**src/rtl/irq_router_pkg.sv**
```systemverilog
package irq_router_pkg;
  localparam int LINES          = 16;
  localparam int FIELD_W        = 4;
  localparam int FIELDS_PER_REG = 4;
  localparam int NUM_SEL        = LINES / FIELDS_PER_REG;
  localparam int SEL_KEEP       = FIELD_W * FIELDS_PER_REG;
  localparam int DATA_W         = 32;
  localparam int IDX_W          = $clog2(NUM_SEL);

  // word indices (byte offset / 4)
  localparam int WORD_REMAP    = 0;
  localparam int WORD_MODE     = 1;
  localparam int WORD_SEL_BASE = 2;
  localparam int WORD_COMP     = 8;

  typedef enum logic [1:0] {
    RD_ZERO = 2'd0,
    RD_SEL  = 2'd1,
    RD_COMP = 2'd2
  } rdSrc_e;

  typedef struct packed {
    logic [NUM_SEL-1:0] selWr;
    logic               compWr;
    rdSrc_e             rdSrc;
    logic [IDX_W-1:0]   rdIdx;
  } regStrobe_t;
endpackage

```
**src/rtl/irq_router_ctrl.sv**
```systemverilog
module irq_router_ctrl
  import irq_router_pkg::*;
#(
  parameter int ADDR_W = 10
) (
  input  logic              clk,
  input  logic              rstN,
  input  logic              wrEn,
  input  logic [ADDR_W-1:0] addr,
  output regStrobe_t        strobe
);
  localparam int WORD_W = ADDR_W - 2;
  localparam logic [WORD_W-1:0] SEL_FIRST = WORD_W'(WORD_SEL_BASE);
  localparam logic [WORD_W-1:0] SEL_LAST  = WORD_W'(WORD_SEL_BASE + NUM_SEL - 1);
  localparam logic [WORD_W-1:0] COMP_IDX  = WORD_W'(WORD_COMP);
  localparam logic [WORD_W-1:0] REMAP_IDX = WORD_W'(WORD_REMAP);
  localparam logic [WORD_W-1:0] MODE_IDX  = WORD_W'(WORD_MODE);

  logic [WORD_W-1:0] wordIdx;
  logic [WORD_W-1:0] selOff;
  logic              unusedLow;

  assign wordIdx   = addr[ADDR_W-1:2];
  assign selOff    = wordIdx - SEL_FIRST;
  assign unusedLow = ^addr[1:0];

  always_comb begin
    strobe        = '0;
    strobe.rdSrc  = RD_ZERO;
    if (wordIdx >= SEL_FIRST && wordIdx <= SEL_LAST) begin
      strobe.rdSrc = RD_SEL;
      strobe.rdIdx = selOff[IDX_W-1:0];
      strobe.selWr[selOff[IDX_W-1:0]] = wrEn;
    end else if (wordIdx == COMP_IDX) begin
      strobe.rdSrc  = RD_COMP;
      strobe.compWr = wrEn;
    end
  end

  AST_ONE_TARGET: assert property (@(posedge clk) disable iff (!rstN)
    $onehot0({strobe.selWr, strobe.compWr}));

  AST_FIXED_WORDS_IGNORED: assert property (@(posedge clk) disable iff (!rstN)
    (wordIdx == REMAP_IDX || wordIdx == MODE_IDX) |->
      (strobe.selWr == '0 && !strobe.compWr && strobe.rdSrc == RD_ZERO));
endmodule

```
**src/rtl/irq_router_dp.sv**
```systemverilog
module irq_router_dp
  import irq_router_pkg::*;
#(
  parameter int NUM_PORTS = 9
) (
  input  logic                       clk,
  input  logic                       rstN,
  input  regStrobe_t                 strobe,
  input  logic [DATA_W-1:0]          wrData,
  input  logic [NUM_PORTS*LINES-1:0] pinIn,
  output logic [DATA_W-1:0]          rdData,
  output logic [LINES-1:0]           lineOut
);
  localparam int PIN_W = NUM_PORTS * LINES;

  logic [SEL_KEEP-1:0] selReg [NUM_SEL];
  logic [DATA_W-1:0]   compReg;
  logic [PIN_W-1:0]    pinPrev;
  logic [LINES-1:0]    lineQ;
  logic [LINES-1:0]    lineHit;
  logic [LINES-1:0]    lineLvl;

  // selector storage
  for (genvar s = 0; s < NUM_SEL; s++) begin : gSel
    always_ff @(posedge clk or negedge rstN) begin
      if (!rstN)                selReg[s] <= '0;
      else if (strobe.selWr[s]) selReg[s] <= wrData[SEL_KEEP-1:0];
    end

    AST_SEL_LOW_HALF: assert property (@(posedge clk) disable iff (!rstN)
      $past(strobe.selWr[s]) |-> selReg[s] == $past(wrData[SEL_KEEP-1:0]));
  end

  always_ff @(posedge clk or negedge rstN) begin
    if (!rstN)              compReg <= '0;
    else if (strobe.compWr) compReg <= wrData;
  end

  AST_COMP_FULL: assert property (@(posedge clk) disable iff (!rstN)
    $past(strobe.compWr) |-> compReg == $past(wrData));

  always_ff @(posedge clk or negedge rstN) begin
    if (!rstN) pinPrev <= '0;
    else       pinPrev <= pinIn;
  end

  // per-line port mux and change detect
  for (genvar n = 0; n < LINES; n++) begin : gLine
    localparam int REG_I = n / FIELDS_PER_REG;
    localparam int BIT_I = (n % FIELDS_PER_REG) * FIELD_W;

    logic [FIELD_W-1:0] field;
    assign field = selReg[REG_I][BIT_I +: FIELD_W];

    always_comb begin
      lineHit[n] = 1'b0;
      lineLvl[n] = 1'b0;
      for (int k = 0; k < NUM_PORTS; k++) begin
        if (int'(field) == k) begin
          lineHit[n] = pinIn[k*LINES+n] != pinPrev[k*LINES+n];
          lineLvl[n] = pinIn[k*LINES+n];
        end
      end
    end

    always_ff @(posedge clk or negedge rstN) begin
      if (!rstN)           lineQ[n] <= 1'b0;
      else if (lineHit[n]) lineQ[n] <= lineLvl[n];
    end

    AST_LINE_FROM_SELECTED: assert property (@(posedge clk) disable iff (!rstN)
      (lineQ[n] != $past(lineQ[n])) |-> (lineQ[n] == $past(lineLvl[n])));

    AST_DEAD_FIELD_HOLDS: assert property (@(posedge clk) disable iff (!rstN)
      (int'($past(field)) >= NUM_PORTS) |-> (lineQ[n] == $past(lineQ[n])));
  end

  assign lineOut = lineQ;

  always_comb begin
    unique case (strobe.rdSrc)
      RD_SEL:  rdData = DATA_W'(selReg[strobe.rdIdx]);
      RD_COMP: rdData = compReg;
      default: rdData = '0;
    endcase
  end
endmodule

```
**src/rtl/irq_port_router.sv**
```systemverilog
module irq_port_router
  import irq_router_pkg::*;
#(
  parameter int NUM_PORTS = 9,
  parameter int ADDR_W    = 10
) (
  input  logic                       clk,
  input  logic                       rstN,
  input  logic                       wrEn,
  input  logic [ADDR_W-1:0]          addr,
  input  logic [DATA_W-1:0]          wrData,
  output logic [DATA_W-1:0]          rdData,
  input  logic [NUM_PORTS*LINES-1:0] pinIn,
  output logic [LINES-1:0]           lineOut
);
  regStrobe_t strobe;

  irq_router_ctrl #(.ADDR_W(ADDR_W)) uCtrl (
    .clk    (clk),
    .rstN   (rstN),
    .wrEn   (wrEn),
    .addr   (addr),
    .strobe (strobe)
  );

  irq_router_dp #(.NUM_PORTS(NUM_PORTS)) uDp (
    .clk     (clk),
    .rstN    (rstN),
    .strobe  (strobe),
    .wrData  (wrData),
    .pinIn   (pinIn),
    .rdData  (rdData),
    .lineOut (lineOut)
  );
endmodule

```
**config.mk**
```make
export PLATFORM = sky130hd
export DESIGN_NAME = irq_port_router
export DESIGN_NICKNAME = d
export VERILOG_FILES = /design/src/rtl/irq_router_pkg.sv /design/src/rtl/irq_router_ctrl.sv /design/src/rtl/irq_router_dp.sv /design/src/rtl/irq_port_router.sv
export SDC_FILE = /design/constraint.sdc
export NUM_CORES = 1
export LEC_CHECK = 0
export ABC_CLOCK_PERIOD_IN_PS = 3240
export BUFFER_PORTS_ARGS = -buffer_cell sky130_fd_sc_hd__buf_2
export CAP_MARGIN = 25
export CORE_AREA = 2 2 171 173
export DETAILED_ROUTE_END_ITERATION = 16
export DIE_AREA = 0 0 173 175
export GPL_ROUTABILITY_DRIVEN = 0
export PLACE_DENSITY_LB_ADDON = 0.3
export SYNTH_ARGS = -nofsm -noshare
export SYNTH_HDL_FRONTEND = slang
export SYNTH_SLANG_ARGS = --single-unit
```
**constraint.sdc**
```tcl
create_clock -name clk -period 3.24 [get_ports clk]
set_input_delay 0.648 -clock clk [delete_from_list [all_inputs] [get_ports clk]]
set_output_delay 0.648 -clock clk [all_outputs]
set_load 0.05 [all_outputs]
```
==> run_results.csv, run 1 <==
group,metric,value,unit
layout,register_area,6406,um2
yosys,synth_top_cell_by_area,"dfrtp_1",
yosys,syn_area_per_cell,12.24,um2
worst_setup_path,critPathLaunchType,"primary input",
yosys,yosysMostFrequentCell,"dfrtp_1",
status,status,"finished with violations",
yosys,ys_top_cells_by_area,"dfrtp_1 49%, mux2_2 7.7%, xnor2_1 5.3%",
clock_network,cts_buffers,30,
floorplanning,start_util,0.4558,
layout,layout-drive-gt1-share,0.3676,
clock_network,htree_levels,1,
worst_setup_path,worstPathMaxFanout,6,
global_routing,grt_pass1_vias,9557,
drt,avgViaCountPerCell,5.445,
floorplanning,ios,237,
timing,slew_headroom,0.4742,
floorplanning,coreArea,28390,um2
layout,multi_input_area,6271,um2
layout,stdcell_count,1700,
yosys,synth_fp_nets,1246,
yosys,ys_types,77,
drt,wl_per_cell,17.99,um
yosys,synth-seq-area-share,0.4950,
drt,drc,0,
clock_network,clk_pin_slew,60,ps
global_routing,grt_remaining_overflow,0,
worst_setup_path,crit_slowest_cell,"or4_4",
clock_network,cts_tree,"yes",
worst_setup_path,required,2590,ps
yosys,synth_cells,1057,
placed_design,io_buffers,234,
global_routing,grt_first_pass_wirelength,50260,um
worst_setup_path,critPathMaxStageDelay,550,ps
clock_network,clock_latency,550,ps
layout,fill_cells,2432,
yosys,ys_ff_latch,256,
timing,fin_worst_skew,9.658,ps
power_and_ir_drop,power_leakage,0.007129,uW
floorplanning,die_width,173,um
global_routing,gr-usage-all-layers,0.2042,
global_routing,antenna_found_initial,5,
worst_setup_path,path_cells,"buf_6 -> or4_4 -> nor4b_4 -> buf_6 -> buf_6 -> buf_12 -> mux4_2 -> a22o_4 -> buf_8",
status,violations,"setup timing",
floorplanning,die_h,175,um
layout,nets,1479,
placed_design,placed_cells,1636,
floorplanning,rows,62,
flow_run,max_cap_violations,0,
yosys,syn_area,12940,um2
worst_setup_path,critPathBufInv,5,
timing,max_clock_freq,0.2883,GHz
drt,via_count,9257,
drt,drtIter0Drc,504,
power_and_ir_drop,ir_drop,0.0003898,V
drt,first_pass_iters,4,
timing,fin_crit_sh,1.070,
timing,tightest_slew,777.7,ps
worst_setup_path,crit_family,"simple AND/OR/NAND/NOR gates",
timing,period_minus_slack,3468,ps
timing,rsz0062_at_grt,"true",
worst_setup_path,worstSetupPathType,"primary input to output pin",
placed_design,hpwl,21560,um
worst_setup_path,crit_path_frequent_cell,"buf_6",
clock_network,cts_buffer_depth,3,
global_routing,grt_max_degree,87,
timing,timing.final.ws_setup,-228.1,ps
power_and_ir_drop,total_power,8258,uW
worst_setup_path,arrival,2820,ps
clock_network,clock-root-buffer,"clkbuf_16",
drt,ant_nets,0,
worst_setup_path,endpoint_kind,"output pin",
layout,syn2layout_area_growth,23.53,%
power_and_ir_drop,power.density,516.5,nW/um2
yosys,yosysTopAreaCellShare,0.4950,
timing,final-max-slew-violation-count,0,
yosys,synthArstFlopShare,1.000,
timing,hold_viol,0,
floorplanning,die_area,30280,um2
drt,wirelength,30580,um
timing,setup_viol,16,
min_path,hold_path_class,"primary input to asynchronous set/reset pin",
yosys,synth-edff-count,0,
yosys,ys_top_cells_by_count,"256 x dfrtp_1, 89 x mux2_2, 79 x xnor2_1",
clock_network,cts_num_sinks,256,
yosys,ys_warn_count,0,
yosys,synth_flop_cell,"dfrtp_1",
==> worst paths after layout <==
path | start | end | slack (ps) | depth (start not counted)
setup / recovery | addr[7] | rdData[13] | -230 | 9
hold / removal | rstN | uDp.pinPrev[40]$_DFF_PN0_ | 110 | 1
setup reg to reg | uDp.gLine[4].field[0]$_DFFE_PN0P_ | uDp.lineOut[4]$_DFFE_PN0P_ | 930 | 6
hold reg to reg | uDp.compReg[24]$_DFFE_PN0P_ | uDp.compReg[24]$_DFFE_PN0P_ | 490 | 1
max in group asynchronous | rstN | uDp.lineOut[11]$_DFFE_PN0P_ | 2280 | 2
min in group clk | pinIn[134] | uDp.pinPrev[134]$_DFF_PN0_ | 220 | 1
==> layout make-up <==
class,instances,share of cell area
flip-flops and latches,256,0.4007
multi-input cells,718,0.3922
repair buffers,260,0.1053
clock buffers,42,0.05486
well taps,384,0.03005
clock inverters,14,0.01088
inverters,24,0.005635
diodes,2,0.0003130
==> logic make-up (layout without fill, tap and decap cells) <==
group / count (synthesis) / in the layout / synth area share
DFF: 256 / 256 / 0.4950
and+or+nand+nor: 232 / 232 / 0.1054
xor gates and xnor gates: 131 / 131 / 0.08865
other: 0 / 2 / 0
adders and majority gates: 2 / 2 / 0.001547
buffers and inverters: 83 / 340 / 0.02833
AOI/OAI and AO/OA: 188 / 188 / 0.09967
muxes: 165 / 165 / 0.1815
==> state kept, by name, summed over array words and instances, names as in the netlist <==
signal	count
uDp.pinPrev	144
uDp.compReg	32
uDp.gLine.field	64
uDp.lineOut	16
==> metal layers <==
metal,vias to the layer above,part of all wire,wire [um],track usage
met5,-,0.00085,26,0
met4,4,0.020,622,0.05049
met3,47,0.050,1538,0.03808
met2,202,0.49,15110,0.3473
met1,4661,0.43,13280,0.2711
li1,4343,-,-,-
==> through the flow <==
| step | hold WS [ps] | utilization | setup slack (ps) | setup TNS [ps] | cell area (um2) |
|---|---|---|---|---|---|
| floorplan | 352.4 | - | -180.6 | -2099 | 13060 |
| global placement | 479.2 | 0.5188 | -337.6 | -4770 | 14730 |
| detailed placement | 484.8 | 0.5188 | -360.7 | -5181 | 14730 |
| CTS | 125.7 | 0.5623 | -237.7 | -2930 | 15960 |
| global route | 146.1 | 0.5630 | -286.5 | -3964 | 15990 |
| finish | 108.3 | 0.5631 | -228.1 | -3172 | 15990 |
==> power breakdown <==
group / leakage (uW) / switching, uW / total, uW / internal, uW
logic: 0.00344 / 600 / 1120 / 522
registers: 0.00317 / 208 / 3600 / 3390
clock network: 0.000527 / 1340 / 3530 / 2200
total: 0.00713 / 2140 / 8260 / 6110
==> cells in the final DEF (no fill, tap or decap), drive strengths merged, types with 25 or more instances in the layout <==
cell type  count
buf          259
dfrtp        256
mux2         101
xnor2         79
nor2          57
xor2          52
o21ai         49
clkbuf        43
mux4          39
nand2         33
mux2i         25
inv           25
==> repair_timing <==
| action | in CTS | in global routing |
|---|---|---|
| pin swaps | 8 | 2 |
| buffers inserted | 5 | 2 |
| gates resized for setup | 51 | 7 |
| hold buffers | 0 | 0 |
| gates cloned | 1 | 0 |
| endpoints found under the setup margin | 16 | 27 |
No activity file was read; power rests on OpenSTA's default activity.
==> run 2, diff against run 1 <==
--- a/config.mk
+++ b/config.mk
@@ -6,13 +6,14 @@
 export NUM_CORES = 1
 export LEC_CHECK = 0
 export ABC_CLOCK_PERIOD_IN_PS = 3240
-export BUFFER_PORTS_ARGS = -buffer_cell sky130_fd_sc_hd__buf_2
+export BUFFER_PORTS_ARGS = -buffer_cell sky130_fd_sc_hd__buf_4
 export CAP_MARGIN = 25
 export CORE_AREA = 2 2 171 173
 export DETAILED_ROUTE_END_ITERATION = 16
 export DIE_AREA = 0 0 173 175
 export GPL_ROUTABILITY_DRIVEN = 0
 export PLACE_DENSITY_LB_ADDON = 0.3
+export RECOVER_POWER = 25
 export SYNTH_ARGS = -nofsm -noshare
 export SYNTH_HDL_FRONTEND = slang
 export SYNTH_SLANG_ARGS = --single-unit
==> constraint.sdc (replaced) <==
create_clock -name clk -period 3.24 [get_ports clk]
set_input_delay 0.162 -clock clk [delete_from_list [all_inputs] [get_ports clk]]
set_output_delay 0.162 -clock clk [all_outputs]
set_load 0.05 [all_outputs]
==> run_results.csv, run 2 (synthesis results as in run 1) <==
group,metric,value,unit
clock_network,clock_latency,550,ps
floorplanning,die_width,173,um
power_and_ir_drop,ir_drop,0.0004004,V
floorplanning,start_util,0.4558,
min_path,hold_path_class,"primary input to flop",
layout,syn2layout_area_growth,33.52,%
drt,drc,0,
layout,register_area,6406,um2
timing,final-max-slew-violation-count,0,
worst_setup_path,arrival,2490,ps
flow_run,max_cap_violations,0,
timing,setup_tns,0,ps
worst_setup_path,worstPathMaxFanout,17,
power_and_ir_drop,power.density,477.0,nW/um2
worst_setup_path,critPathLaunchType,"primary input",
global_routing,grt_remaining_overflow,0,
drt,avgViaCountPerCell,5.345,
drt,via_count,9942,
clock_network,clock-root-buffer,"clkbuf_16",
layout,nets,1640,
worst_setup_path,worstSetupPathType,"primary input to output pin",
min_path,hp-start,"addr[3]",
layout,multi_input_area,6172,um2
clock_network,cts_buffers,30,
layout,fill_cells,2411,
timing,fin_crit_sh,0.8173,
power_and_ir_drop,power_leakage,0.007345,uW
layout,regMostFlops,"uDp.pinPrev",
timing,fin_worst_skew,7.515,ps
layout,final_common_cell,"dfrtp_1",
drt,first_pass_iters,5,
global_routing,grt_pass1_vias,10479,
drt,ant_nets,0,
drt,wirelength,33340,um
worst_setup_path,r2r_start,"uDp.gLine[4].field[0]$_DFFE_PN0P_",
layout,final_cell_mix,"256 x dfrtp_1, 177 x dlygate4sd3_1, 140 x clkbuf_1",
status,status,"finished clean",
clock_network,post_cts_resized,0,
timing,slew_headroom,0.4862,
timing,tightest_slew,770.7,ps
floorplanning,die_h,175,um
timing,max_clock_freq,0.3776,GHz
clock_network,cts_num_sinks,256,
layout,layout-drive-gt1-share,0.2061,
clock_network,cts_tree,"yes",
floorplanning,coreArea,28390,um2
global_routing,gr-usage-all-layers,0.2222,
global_routing,antenna_found_initial,1,
drt,wl_per_cell,17.92,um
floorplanning,die_area,30280,um2
global_routing,grt_first_pass_wirelength,54840,um
timing,timing.final.ws_setup,592.0,ps
timing,setup_viol,0,
global_routing,grt_max_degree,101,
floorplanning,ios,237,
placed_design,io_buffers,234,
placed_design,pre_cts_slack,564.8,ps
worst_setup_path,endpoint_kind,"output pin",
timing,hold_viol,0,
timing,period_minus_slack,2648,ps
clock_network,holdBufCountCts,177,
clock_network,clk_pin_slew,60,ps
floorplanning,rows,62,
timing,rsz0062_at_grt,"false",
clock_network,post_cts_buffers,0,
drt,drtIter0Drc,508,
clock_network,cts_buffer_depth,3,
worst_setup_path,required,3080,ps
layout,largest_reg_flops,144,
worst_setup_path,critPathLaunch,"addr[9]",
placed_design,hpwl,21430,um
clock_network,htree_levels,1,
==> run 2: changes by cell type in the layout (fill, tap and decap cells not counted), sizes merged <==
cell,previous run,this run
dlygate4sd3,0,177
inv,25,24
diode,2,1
clkbuf,43,182
buf,259,104
clkinvlp,0,2
bufinv,4,1
clkinv,9,11
==> run 2: worst paths after layout <==
path                                                endpoint  slack, ps  cells after the start
max                                                rdData[2]        590                      7
min                        uDp.gLine[2].field[0]$_DFFE_PN0P_        150                      5
max reg2reg                       uDp.lineOut[4]$_DFFE_PN0P_        930                      6
min reg2reg                      uDp.compReg[16]$_DFFE_PN0P_        500                      1
max in group asynchronous          uDp.pinPrev[89]$_DFF_PN0_       2100                      3
min in group asynchronous          uDp.pinPrev[24]$_DFF_PN0_        260                      2
==> run 2: layout make-up <==
class                   count  area share
diodes                      1   0.0001448
repair buffers            421      0.1816
well taps                 384     0.02780
clock inverters            14    0.006010
inverters                  24    0.005213
flip-flops and latches    256      0.3707
clock buffers              42     0.05134
multi-input cells         718      0.3572
==> run 2: layer usage <==
metal,part of all wire,track usage
met5,0,0
met4,0.028,0.06391
met3,0.045,0.03612
met2,0.50,0.3895
met1,0.42,0.2852
==> run 2: power breakdown <==
group	switching [uW]	leakage, uW	total [uW]	internal (uW)
logic	645	0.00368	1310	669
clock network	1340	0.000495	3320	1980
registers	210	0.00317	3600	3390
==> run 2: per-stage QoR <==
step                area, um2  cells  hold WS [ps]  utilization  total power (uW)
floorplan               12940   1057        -133.6            -              4332
global placement        15030   1626         267.2       0.5292              4830
detailed placement      15030   1626         273.9       0.5292              4863
CTS                     17790   1859         138.4       0.6265              8376
global route            17280   1859         162.1       0.6085              8591
finish                  17280   1860         149.9       0.6086              8243
==> run 2: critical path, cell delays in order <==
cell and delay (ps):
buf_4 110, or4_4 570, nor4b_4 220, buf_4 370, mux4_1 590, a22o_1 240, buf_4 210
